File: src/rtl/spi_xfer_buf_pkg.sv
package spi_xfer_buf_pkg;
   localparam int ERR_N = 4;
   typedef enum int {
      ERR_OVR  = 0,
      ERR_UDR  = 1,
      ERR_PERR = 2,
      ERR_MODF = 3
   } err_idx_e;
endpackage

File: src/rtl/spi_xfer_buf_tx.sv
module spi_xfer_buf_tx #(
   parameter int DATA_W     = 32,
   parameter int MAX_FRAMES = 4,
   parameter int LVL_W      = 2
) (
   input  logic              clk,
   input  logic              rst_n,
   input  logic              wr_en,
   input  logic [DATA_W-1:0] wr_data,
   input  logic [LVL_W-1:0]  frame_lvl,
   input  logic              eng_load,
   output logic [DATA_W-1:0] head_data,
   output logic              tx_empty,
   output logic              stage_empty,
   output logic              underrun
);
   localparam int CNT_W = $clog2(MAX_FRAMES + 1);
   localparam int IDX_W = (MAX_FRAMES > 1) ? $clog2(MAX_FRAMES) : 1;

   logic [DATA_W-1:0] stage_mem [MAX_FRAMES];
   logic [DATA_W-1:0] tx_mem    [MAX_FRAMES];
   logic [CNT_W-1:0]  stage_cnt, tx_cnt, group_len;
   logic [IDX_W-1:0]  tx_rd, wr_idx;
   logic              fwd, wr_ok, pop;

   // group size, clamped to the storage depth
   always_comb begin
      int glen;
      glen = int'(frame_lvl) + 1;
      if (glen > MAX_FRAMES) glen = MAX_FRAMES;
      group_len = CNT_W'(glen);
   end

   assign fwd    = (stage_cnt >= group_len) && (tx_cnt == '0);
   assign wr_ok  = wr_en && (fwd || (stage_cnt < group_len));
   assign wr_idx = fwd ? '0 : IDX_W'(stage_cnt);
   assign pop    = eng_load && (tx_cnt != '0);

   genvar gi;
   generate
      for (gi = 0; gi < MAX_FRAMES; gi++) begin : g_slot
         always_ff @(posedge clk or negedge rst_n) begin
            if (!rst_n) begin
               stage_mem[gi] <= '0;
               tx_mem[gi]    <= '0;
            end else begin
               if (wr_ok && (wr_idx == IDX_W'(gi))) stage_mem[gi] <= wr_data;
               if (fwd) tx_mem[gi] <= stage_mem[gi];
            end
         end
      end
   endgenerate

   always_ff @(posedge clk or negedge rst_n) begin
      if (!rst_n) begin
         stage_cnt <= '0;
         tx_cnt    <= '0;
         tx_rd     <= '0;
      end else begin
         if (fwd) stage_cnt <= wr_ok ? CNT_W'(1) : '0;
         else if (wr_ok) stage_cnt <= stage_cnt + CNT_W'(1);
         if (fwd) begin
            tx_cnt <= stage_cnt;
            tx_rd  <= '0;
         end else if (pop) begin
            tx_cnt <= tx_cnt - CNT_W'(1);
            tx_rd  <= tx_rd + IDX_W'(1);
         end
      end
   end

   assign tx_empty    = (tx_cnt == '0);
   assign stage_empty = (stage_cnt == '0);
   assign head_data   = tx_empty ? '0 : tx_mem[tx_rd];
   assign underrun    = eng_load && tx_empty;
endmodule

File: src/rtl/spi_xfer_buf_rx.sv
module spi_xfer_buf_rx #(
   parameter int DATA_W = 32
) (
   input  logic              clk,
   input  logic              rst_n,
   input  logic              rx_valid,
   input  logic [DATA_W-1:0] rx_data,
   input  logic              rx_perr,
   input  logic              rd_take,
   output logic [DATA_W-1:0] rx_q,
   output logic              rx_full,
   output logic              ovr_ev,
   output logic              perr_ev
);
   logic store;

   assign ovr_ev  = rx_valid && rx_full && !rd_take;
   assign store   = rx_valid && !ovr_ev;
   assign perr_ev = rx_valid && rx_perr;

   always_ff @(posedge clk or negedge rst_n) begin
      if (!rst_n) begin
         rx_q    <= '0;
         rx_full <= 1'b0;
      end else begin
         if (store) begin
            rx_q    <= rx_data;
            rx_full <= 1'b1;
         end else if (rd_take) begin
            rx_full <= 1'b0;
         end
      end
   end
endmodule

File: src/rtl/spi_xfer_buf_flags.sv
module spi_xfer_buf_flags
   import spi_xfer_buf_pkg::*;
(
   input  logic             clk,
   input  logic             rst_n,
   input  logic [ERR_N-1:0] set_ev,
   input  logic [ERR_N-1:0] clr_mask,
   input  logic             txe,
   input  logic             rxf,
   input  logic             idle,
   input  logic             ie_err,
   input  logic             ie_txe,
   input  logic             ie_rxf,
   input  logic             ie_idle,
   output logic [ERR_N-1:0] err_q,
   output logic             irq_err,
   output logic             irq_txe,
   output logic             irq_rxf,
   output logic             irq_idle
);
   genvar gk;
   generate
      for (gk = 0; gk < ERR_N; gk++) begin : g_err
         always_ff @(posedge clk or negedge rst_n) begin
            if (!rst_n)            err_q[gk] <= 1'b0;
            else if (set_ev[gk])   err_q[gk] <= 1'b1;
            else if (clr_mask[gk]) err_q[gk] <= 1'b0;
         end
      end
   endgenerate

   assign irq_err  = ie_err && (err_q[ERR_OVR] || err_q[ERR_UDR] || err_q[ERR_PERR]);
   assign irq_txe  = ie_txe && txe;
   assign irq_rxf  = ie_rxf && rxf;
   assign irq_idle = ie_idle && idle;
endmodule

File: src/rtl/spi_xfer_buf.sv
module spi_xfer_buf
   import spi_xfer_buf_pkg::*;
#(
   parameter int DATA_W     = 32,
   parameter int MAX_FRAMES = 4,
   parameter int LVL_W      = (MAX_FRAMES > 1) ? $clog2(MAX_FRAMES) : 1
) (
   input  logic              clk,
   input  logic              rst_n,
   input  logic [LVL_W-1:0]  frame_lvl,
   input  logic              rd_sel_tx,
   input  logic              ie_err,
   input  logic              ie_txe,
   input  logic              ie_rxf,
   input  logic              ie_idle,
   input  logic              wr_en,
   input  logic [DATA_W-1:0] wr_data,
   input  logic              rd_en,
   output logic [DATA_W-1:0] rd_data,
   input  logic [3:0]        clr_err,
   input  logic              eng_load,
   output logic [DATA_W-1:0] eng_tx_data,
   input  logic              eng_busy,
   input  logic              eng_rx_valid,
   input  logic [DATA_W-1:0] eng_rx_data,
   input  logic              eng_rx_perr,
   input  logic              eng_mode_fault,
   output logic              fl_txe,
   output logic              fl_rxf,
   output logic              fl_idle,
   output logic [3:0]        fl_err,
   output logic              irq_err,
   output logic              irq_txe,
   output logic              irq_rxf,
   output logic              irq_idle
);
   generate
      if (DATA_W < 4)        begin : g_bad_width  $error("DATA_W below 4"); end
      if (MAX_FRAMES < 1)    begin : g_bad_depth  $error("MAX_FRAMES below 1"); end
      if (ERR_N != 4)        begin : g_bad_errn   $error("error vector must be 4 wide"); end
   endgenerate

   logic [DATA_W-1:0] head_data, rx_hold;
   logic              stage_empty, underrun, ovr_ev, perr_ev, rd_take;
   logic [ERR_N-1:0]  set_ev;

   assign rd_take = rd_en && !rd_sel_tx;

   spi_xfer_buf_tx #(
      .DATA_W(DATA_W), .MAX_FRAMES(MAX_FRAMES), .LVL_W(LVL_W)
   ) u_tx (
      .clk(clk), .rst_n(rst_n), .wr_en(wr_en), .wr_data(wr_data),
      .frame_lvl(frame_lvl), .eng_load(eng_load), .head_data(head_data),
      .tx_empty(fl_txe), .stage_empty(stage_empty), .underrun(underrun)
   );

   spi_xfer_buf_rx #(.DATA_W(DATA_W)) u_rx (
      .clk(clk), .rst_n(rst_n), .rx_valid(eng_rx_valid), .rx_data(eng_rx_data),
      .rx_perr(eng_rx_perr), .rd_take(rd_take), .rx_q(rx_hold),
      .rx_full(fl_rxf), .ovr_ev(ovr_ev), .perr_ev(perr_ev)
   );

   always_comb begin
      set_ev           = '0;
      set_ev[ERR_OVR]  = ovr_ev;
      set_ev[ERR_UDR]  = underrun;
      set_ev[ERR_PERR] = perr_ev;
      set_ev[ERR_MODF] = eng_mode_fault;
   end

   assign fl_idle = !eng_busy && fl_txe && stage_empty;

   spi_xfer_buf_flags u_flags (
      .clk(clk), .rst_n(rst_n), .set_ev(set_ev), .clr_mask(clr_err),
      .txe(fl_txe), .rxf(fl_rxf), .idle(fl_idle),
      .ie_err(ie_err), .ie_txe(ie_txe), .ie_rxf(ie_rxf), .ie_idle(ie_idle),
      .err_q(fl_err), .irq_err(irq_err), .irq_txe(irq_txe),
      .irq_rxf(irq_rxf), .irq_idle(irq_idle)
   );

   assign eng_tx_data = head_data;
   assign rd_data     = rd_sel_tx ? head_data : rx_hold;
endmodule

File: config.mk
export PLATFORM = sky130hd
export DESIGN_NAME = spi_xfer_buf
export DESIGN_NICKNAME = d
export VERILOG_FILES = /design/src/rtl/spi_xfer_buf_pkg.sv /design/src/rtl/spi_xfer_buf_tx.sv /design/src/rtl/spi_xfer_buf_rx.sv /design/src/rtl/spi_xfer_buf_flags.sv /design/src/rtl/spi_xfer_buf.sv
export SDC_FILE = /design/constraint.sdc
export NUM_CORES = 1
export LEC_CHECK = 0
export BUFFER_PORTS_ARGS = -buffer_cell sky130_fd_sc_hd__buf_2
export CORE_ASPECT_RATIO = 1.2
export CORE_MARGIN = 5
export CORE_UTILIZATION = 50
export DETAILED_ROUTE_END_ITERATION = 10
export PLACE_DENSITY_LB_ADDON = 0.05
export SETUP_SLACK_MARGIN = 0.05
export SLEW_MARGIN = 20
export SYNTH_ARGS = -nofsm -noshare
export SYNTH_HDL_FRONTEND = slang
export SYNTH_SLANG_ARGS = --single-unit
File: constraint.sdc
create_clock -name clk -period 3.05 [get_ports clk]
set_clock_uncertainty 0.05 [all_clocks]
set_input_delay 0.305 -clock clk [delete_from_list [all_inputs] [get_ports clk]]
set_output_delay 0.305 -clock clk [all_outputs]
set_load 0.01 [all_outputs]
Yosys cells after proc, flatten, opt, wreduce, memory -nomap -nowiden

Index checks and enable logic that the tools add are counted.

Register bits: 301
Bits of input ports: 84
Output and inout bits: 75
Logic and storage cells: 90

$add $sub $neg: 4
$lt $le $gt $ge: 4
Eq/ne operators: 3
Multiplexer cells: 24
Bitwise operators: 1
Reduce and logical (&&, ||, !) cells: 37

Operator list:

| kind                | number |
|---|---|
| $mux 32             | 4 |
| $bmux 32 s2         | 1 |
| $gt 32x4->1 const B | 1 |
| $logic_and 1x1->1   | 19 |
| $mux 3              | 5 |
| $reduce_bool 2->1   | 7 |
| $mux 1              | 11 |
| $logic_not 3->1     | 2 |
| $mux 2              | 3 |
| $eq 2x2->1 const B  | 2 |
| $logic_not 1->1     | 4 |
| $add 2x1->3 const B | 1 |
| $add 3x1->3 const B | 1 |
| $ge 3x3->1          | 1 |
| $ge 3x3->1 const B  | 1 |
| $logic_or 1x1->1    | 3 |
| $lt 3x3->1          | 1 |
| $not 2->3           | 1 |
| $reduce_bool 3->1   | 1 |
| $sub 3x1->3 const B | 1 |
| $add 2x1->2 const B | 1 |
| $eq 2x1->1 const B  | 1 |
| $logic_not 2->1     | 1 |

Depth between registers and ports, before layout

Word-level depth: 9
Gate-level depth with buffers: 10
Gate-level depth less buffers: 7

Hierarchy

Synthesis repeated with hierarchy kept, for this count alone.

Cell total of the unflattened synthesis: 826
Area, all modules: 13475.4 µm²

Modules (own cells, without submodules):

| module             | instances | cells an instance | area an instance (µm²) | sequential area each (µm²) |
|---|---|---|---|---|
| spi_xfer_buf_tx    | 1         | 698               | 11344.6                | 6606.3 |
| spi_xfer_buf_rx    | 1         | 74                | 1401.3                 | 825.8 |
| spi_xfer_buf       | 1         | 38                | 555.5                  | 0.0 |
| spi_xfer_buf_flags | 1         | 16                | 173.9                  | 100.1 |

Worst setup path after synthesis

No wires, ideal clock.

Path type: input port to flip-flop
Start: in frame_lvl[0]
End: reg u_tx.tx_mem[81] in the netlist's numbering
Library setup time: 0.125 ns
Arrival: 2.040 ns
Path slack: 0.835 ns
Cell stages on the path: 9
Cell sequence: ha_1 -> inv_1 -> ha_1 -> nand2_1 -> o21a_1 -> nor2_1 -> buf_2 -> buf_4 -> mux2_2

Longest elaborated chain between the ends: 5

RTL lines:

| what                           | RTL line              | text |
|---|---|---|
| start: declaration             | spi_xfer_buf.sv:10    | `input logic [LVL_W-1:0] frame_lvl,` |
| $add 2x1->3 (*)                | spi_xfer_buf_tx.sv:29 | `glen = int'(frame_lvl) + 1;` |
| $gt 32x4->1                    | spi_xfer_buf_tx.sv:30 | `if (glen > MAX_FRAMES) glen = MAX_FRAMES;` |
| $mux 3 (*)                     | spi_xfer_buf_tx.sv:30 |  |
| $ge 3x3->1 (*)                 | spi_xfer_buf_tx.sv:34 | `assign fwd = (stage_cnt >= group_len) && (tx_cnt == '0);` |
| $logic_and 1x1->1 (*)          | spi_xfer_buf_tx.sv:34 |  |
| end signal: indexed assignment | spi_xfer_buf_tx.sv:48 | `if (fwd) tx_mem[gi] <= stage_mem[gi];` |
| end: declaration               | spi_xfer_buf_tx.sv:21 | `logic [DATA_W-1:0] tx_mem [MAX_FRAMES];` |

Mark *: on every way between the ends. The rest lies on a longest branch, timed or not.
A chain may end at the register's enable or synchronous reset.

Final worst setup path

Start: reg u_tx.tx_cnt[0]
End: out rd_data[0]

Longest elaborated chain between the ends: 3

RTL lines:

| what                     | RTL line              | text |
|---|---|---|
| start: declaration       | spi_xfer_buf_tx.sv:22 | `logic [CNT_W-1:0] stage_cnt, tx_cnt, group_len;` |
| start signal: assignment | spi_xfer_buf_tx.sv:63 | `tx_cnt <= stage_cnt;` |
| start signal: assignment | spi_xfer_buf_tx.sv:66 | `tx_cnt <= tx_cnt - CNT_W'(1);` |
| $logic_not 3->1          | spi_xfer_buf_tx.sv:72 | `assign tx_empty = (tx_cnt == '0);` |
| $mux 32                  | spi_xfer_buf_tx.sv:74 | `assign head_data = tx_empty ? '0 : tx_mem[tx_rd];` |
| $mux 32                  | spi_xfer_buf.sv:82    | `assign rd_data = rd_sel_tx ? head_data : rx_hold;` |
| end: declaration         | spi_xfer_buf.sv:19    | `output logic [DATA_W-1:0] rd_data,` |

Every way passes these cells.

==> impl_metrics.yaml <==
logic_synthesis:
  synth_top_family_by_area: "multiplexers"
  synth-compound-area-share: 0.0185
  synth_xor_area_frac: 0
  synth_nets: 915
  synth-seq-cells: 301
  synth-adder-area-share: 0.00753
  ys.flop_type: "dfrtp_1"
  synthSimpleGateAreaFrac: 0.0280
  synth_edf_count: 0
  avgSynthCellArea_um2: 16.2
  syn-cell-area_um2: 13300
  synth_cell_types: 41
  synthMuxAreaShare: 0.347
  synth-seq-area-share: 0.567
  syn_inst: 823
  synthArstFlopShare: 1.00
  ys_warn_count: 0
layout:
  drive_gt1_frac: 0.542
  antenna_cells: 0
  stdcell_area_um2: 16100
  final_core_util: 0.614
  fin_nets: 1148
  fillers: 1971
  syn2layout_area_growth_pct: 21.4
  fin_cells: 1409
power_and_ir_drop:
  p_total_mw: 17.6
  p_sw_frac: 0.311
  ir_drop_mv: 0.610
  leakage_nw: 7.21
  combPwrFrac: 0.410
  clkPwrFrac: 0.197
  p_int_mw: 12.1
  power_frac_seq: 0.393
  switchingPower_mw: 5.48
  p_per_area_nw_per_um2: 1090
clock_tree:
  clkTransAtPathRegs_ns: 0.06
  clockRootBuffer: "clkbuf_16"
  clock_sinks: 301
  cts_setup_buffers: 0
  cts_buffers: 30
  clock_latency_ns: 0.55
  clockBufferDepth: 3
  cts_tree: "yes"
  cts_max_level: 1
routing:
  wire_per_inst_um: 20.2
  wl_um: 28400
  dr.pass1.iters: 4
  via_count: 7656
  drtIter0Drc: 283
  viasPerCell: 5.43
  ant_nets: 0
  drc: 0
timing:
  setup_viol: 0
  whs_ns: 0.0122
  fmax_ghz: 0.347
  final_hold_viol_count: 0
  slew_headroom: 0.581
  fin_tns_setup_ns: 0
  rsz0062_at_grt: "false"
  finalCritPeriodShare: 0.945
  setup_slack_ns: 0.169
  fin_crit_ns: 2.88
  drv_slew: 0
  tightestPinTransition_ns: 0.629
placed_design:
  pre_cts_ws_ns: 0.374
  hpwl_um: 17700
  dpl-instance-area_um2: 14500
  dp.cells: 1286
  io_buffers: 158
  routabilityCongestion: 0.771
global_route:
  grt_pass1_wl_um: 47000
  grt_pass1_vias: 8699
  grt_start_max_net_pins: 106
  overflow: 0
  antenna_found_initial: 0
  grtUsageTotal: 0.190
floorplanning:
  initial_core_util: 0.506
  die_h_um: 189
  dieArea_um2: 30000
  core_um2: 26300
  io_pins: 159
  die_x_um: 159
  rows: 65
critical_path:
  critPathLaunchType: "flip-flop"
  path_cells: "inv_1 -> ha_1 -> nand2b_4 -> buf_6 -> and2_1 -> mux2_2 -> buf_2"
  cp.required_ns: 2.69
  path_max_fanout: 23
  cp.arrival_ns: 2.53
  cp_slowest_cell: "dfrtp_1"
  critPathKind: "flip-flop to output port"
  critPathMaxStageDelay_ns: 0.39
  end_kind: "output port"
worst_hold_path:
  min_path_type: "input port to flip-flop"
flow_run:
  cap_violations: 0
run_status:
  status: "finished clean"
-- critical path, delay by kind of cell (launching register included) --
kind | cells | cell delay, ns
buffers and inverters | 3 | 0.54
muxes | 1 | 0.28
adders and majority gates | 1 | 0.28
and+or+nand+nor | 2 | 0.48
DFF | 1 | 0.39
-- final timing paths --
path	from	end	slack, ns	cells after the start
setup reg to reg	u_tx.stage_cnt[0]	u_tx.tx_mem[7]	0.47	7
min in group asynchronous	rst_n	u_tx.tx_mem[80]	0.26	2
hold / removal	wr_data[1]	u_tx.stage_mem[97]	0.01	2
max in group asynchronous	rst_n	u_tx.stage_mem[35]	1.68	3
setup / recovery	u_tx.tx_cnt[0]	rd_data[0]	0.17	7
hold reg to reg	u_tx.stage_mem[5]	u_tx.stage_mem[5]	0.44	1
-- logic make-up after synthesis --
group	count (synthesis)
muxes	355
AOI/OAI and AO/OA	30
DFF	301
buffers and inverters	65
and+or+nand+nor	64
adders and majority gates	8
-- flip-flops by register name, indices dropped and copies added (netlist names) --
signal,cells
u_flags.err_q,4
u_rx.rx_full,1
u_rx.rx_q,32
u_tx.stage_cnt,3
u_tx.stage_mem,128
u_tx.tx_cnt,3
u_tx.tx_mem,128
u_tx.tx_rd,2
-- final cells by class --
| class | instances | area, um2 | share of cell area |
|---|---|---|---|
| clock inverter | 6 | 66.3 | 0.00411 |
| multi-input combinational | 457 | 5380 | 0.333 |
| clock buffer | 44 | 853 | 0.0529 |
| sequential | 301 | 7530 | 0.467 |
| inverter | 16 | 65.1 | 0.00403 |
| tap | 335 | 419 | 0.0260 |
| timing repair buffer | 250 | 1820 | 0.113 |
-- metal layers --
metal  global-route usage  share of wire  wire [um]
met4               0.0292          0.011        315
met1                0.243           0.42      12100
met3               0.0322          0.041       1170
met5                    0              0          0
met2                0.346           0.52      14900
-- placed cells by master, fill, tap and decap left out, drive strengths merged, types with 2 or more instances in the layout --
cell type,synthesis,routed
nand2,9,9
dlygate4sd3,0,73
nand4,5,5
a21oi,6,6
nand3,3,3
o21ai,9,9
dfrtp,301,301
mux2,321,321
buf,38,177
clkinv,0,5
nor2,5,5
mux4,32,32
o221a,2,2
ha,8,8
mux2i,2,2
clkbuf,11,44
and2,36,36
o22ai,3,3
inv,16,16
nand2b,2,2
-- synthesized netlist by cell type, types with 2 or more instances --
cell	number	area, um2
mux2_1	4	45.0
dfrtp_1	301	7530
a21oi_1	5	25.0
clkbuf_1	11	41.3
and2_1	36	225
o221a_2	2	22.5
nand2b_1	2	12.5
buf_6	13	146
mux2i_1	2	20.0
mux2_2	247	2780
nand4_1	5	31.3
o21ai_1	3	15.0
nand3_1	3	15.0
nand2_1	9	33.8
buf_2	9	45.0
inv_1	15	56.3
o22ai_2	2	25.0
buf_4	15	113
ha_1	8	100
mux4_2	32	721
nor2_1	5	18.8
o21ai_0	6	30.0
mux2_4	70	1050
-- repair_timing --
item / in CTS / in global routing
endpoints found under the setup margin: 26 / 15
gates resized for setup: 1 / 1
endpoints found under the hold margin: 213 / 2
hold buffers: 72 / 1
-- power groups by stage --
stage / logic, mW / clock network [mW] / registers, mW
after floorplan: 5.51 / 0 / 6.54
after global placement: 7.04 / 0 / 6.83
after detailed placement: 7.25 / 0 / 6.98
after CTS: 7.36 / 3.55 / 6.93
after global routing: 7.82 / 3.73 / 7.14
final: 7.22 / 3.47 / 6.93
(Power assumes the default switching activity.)
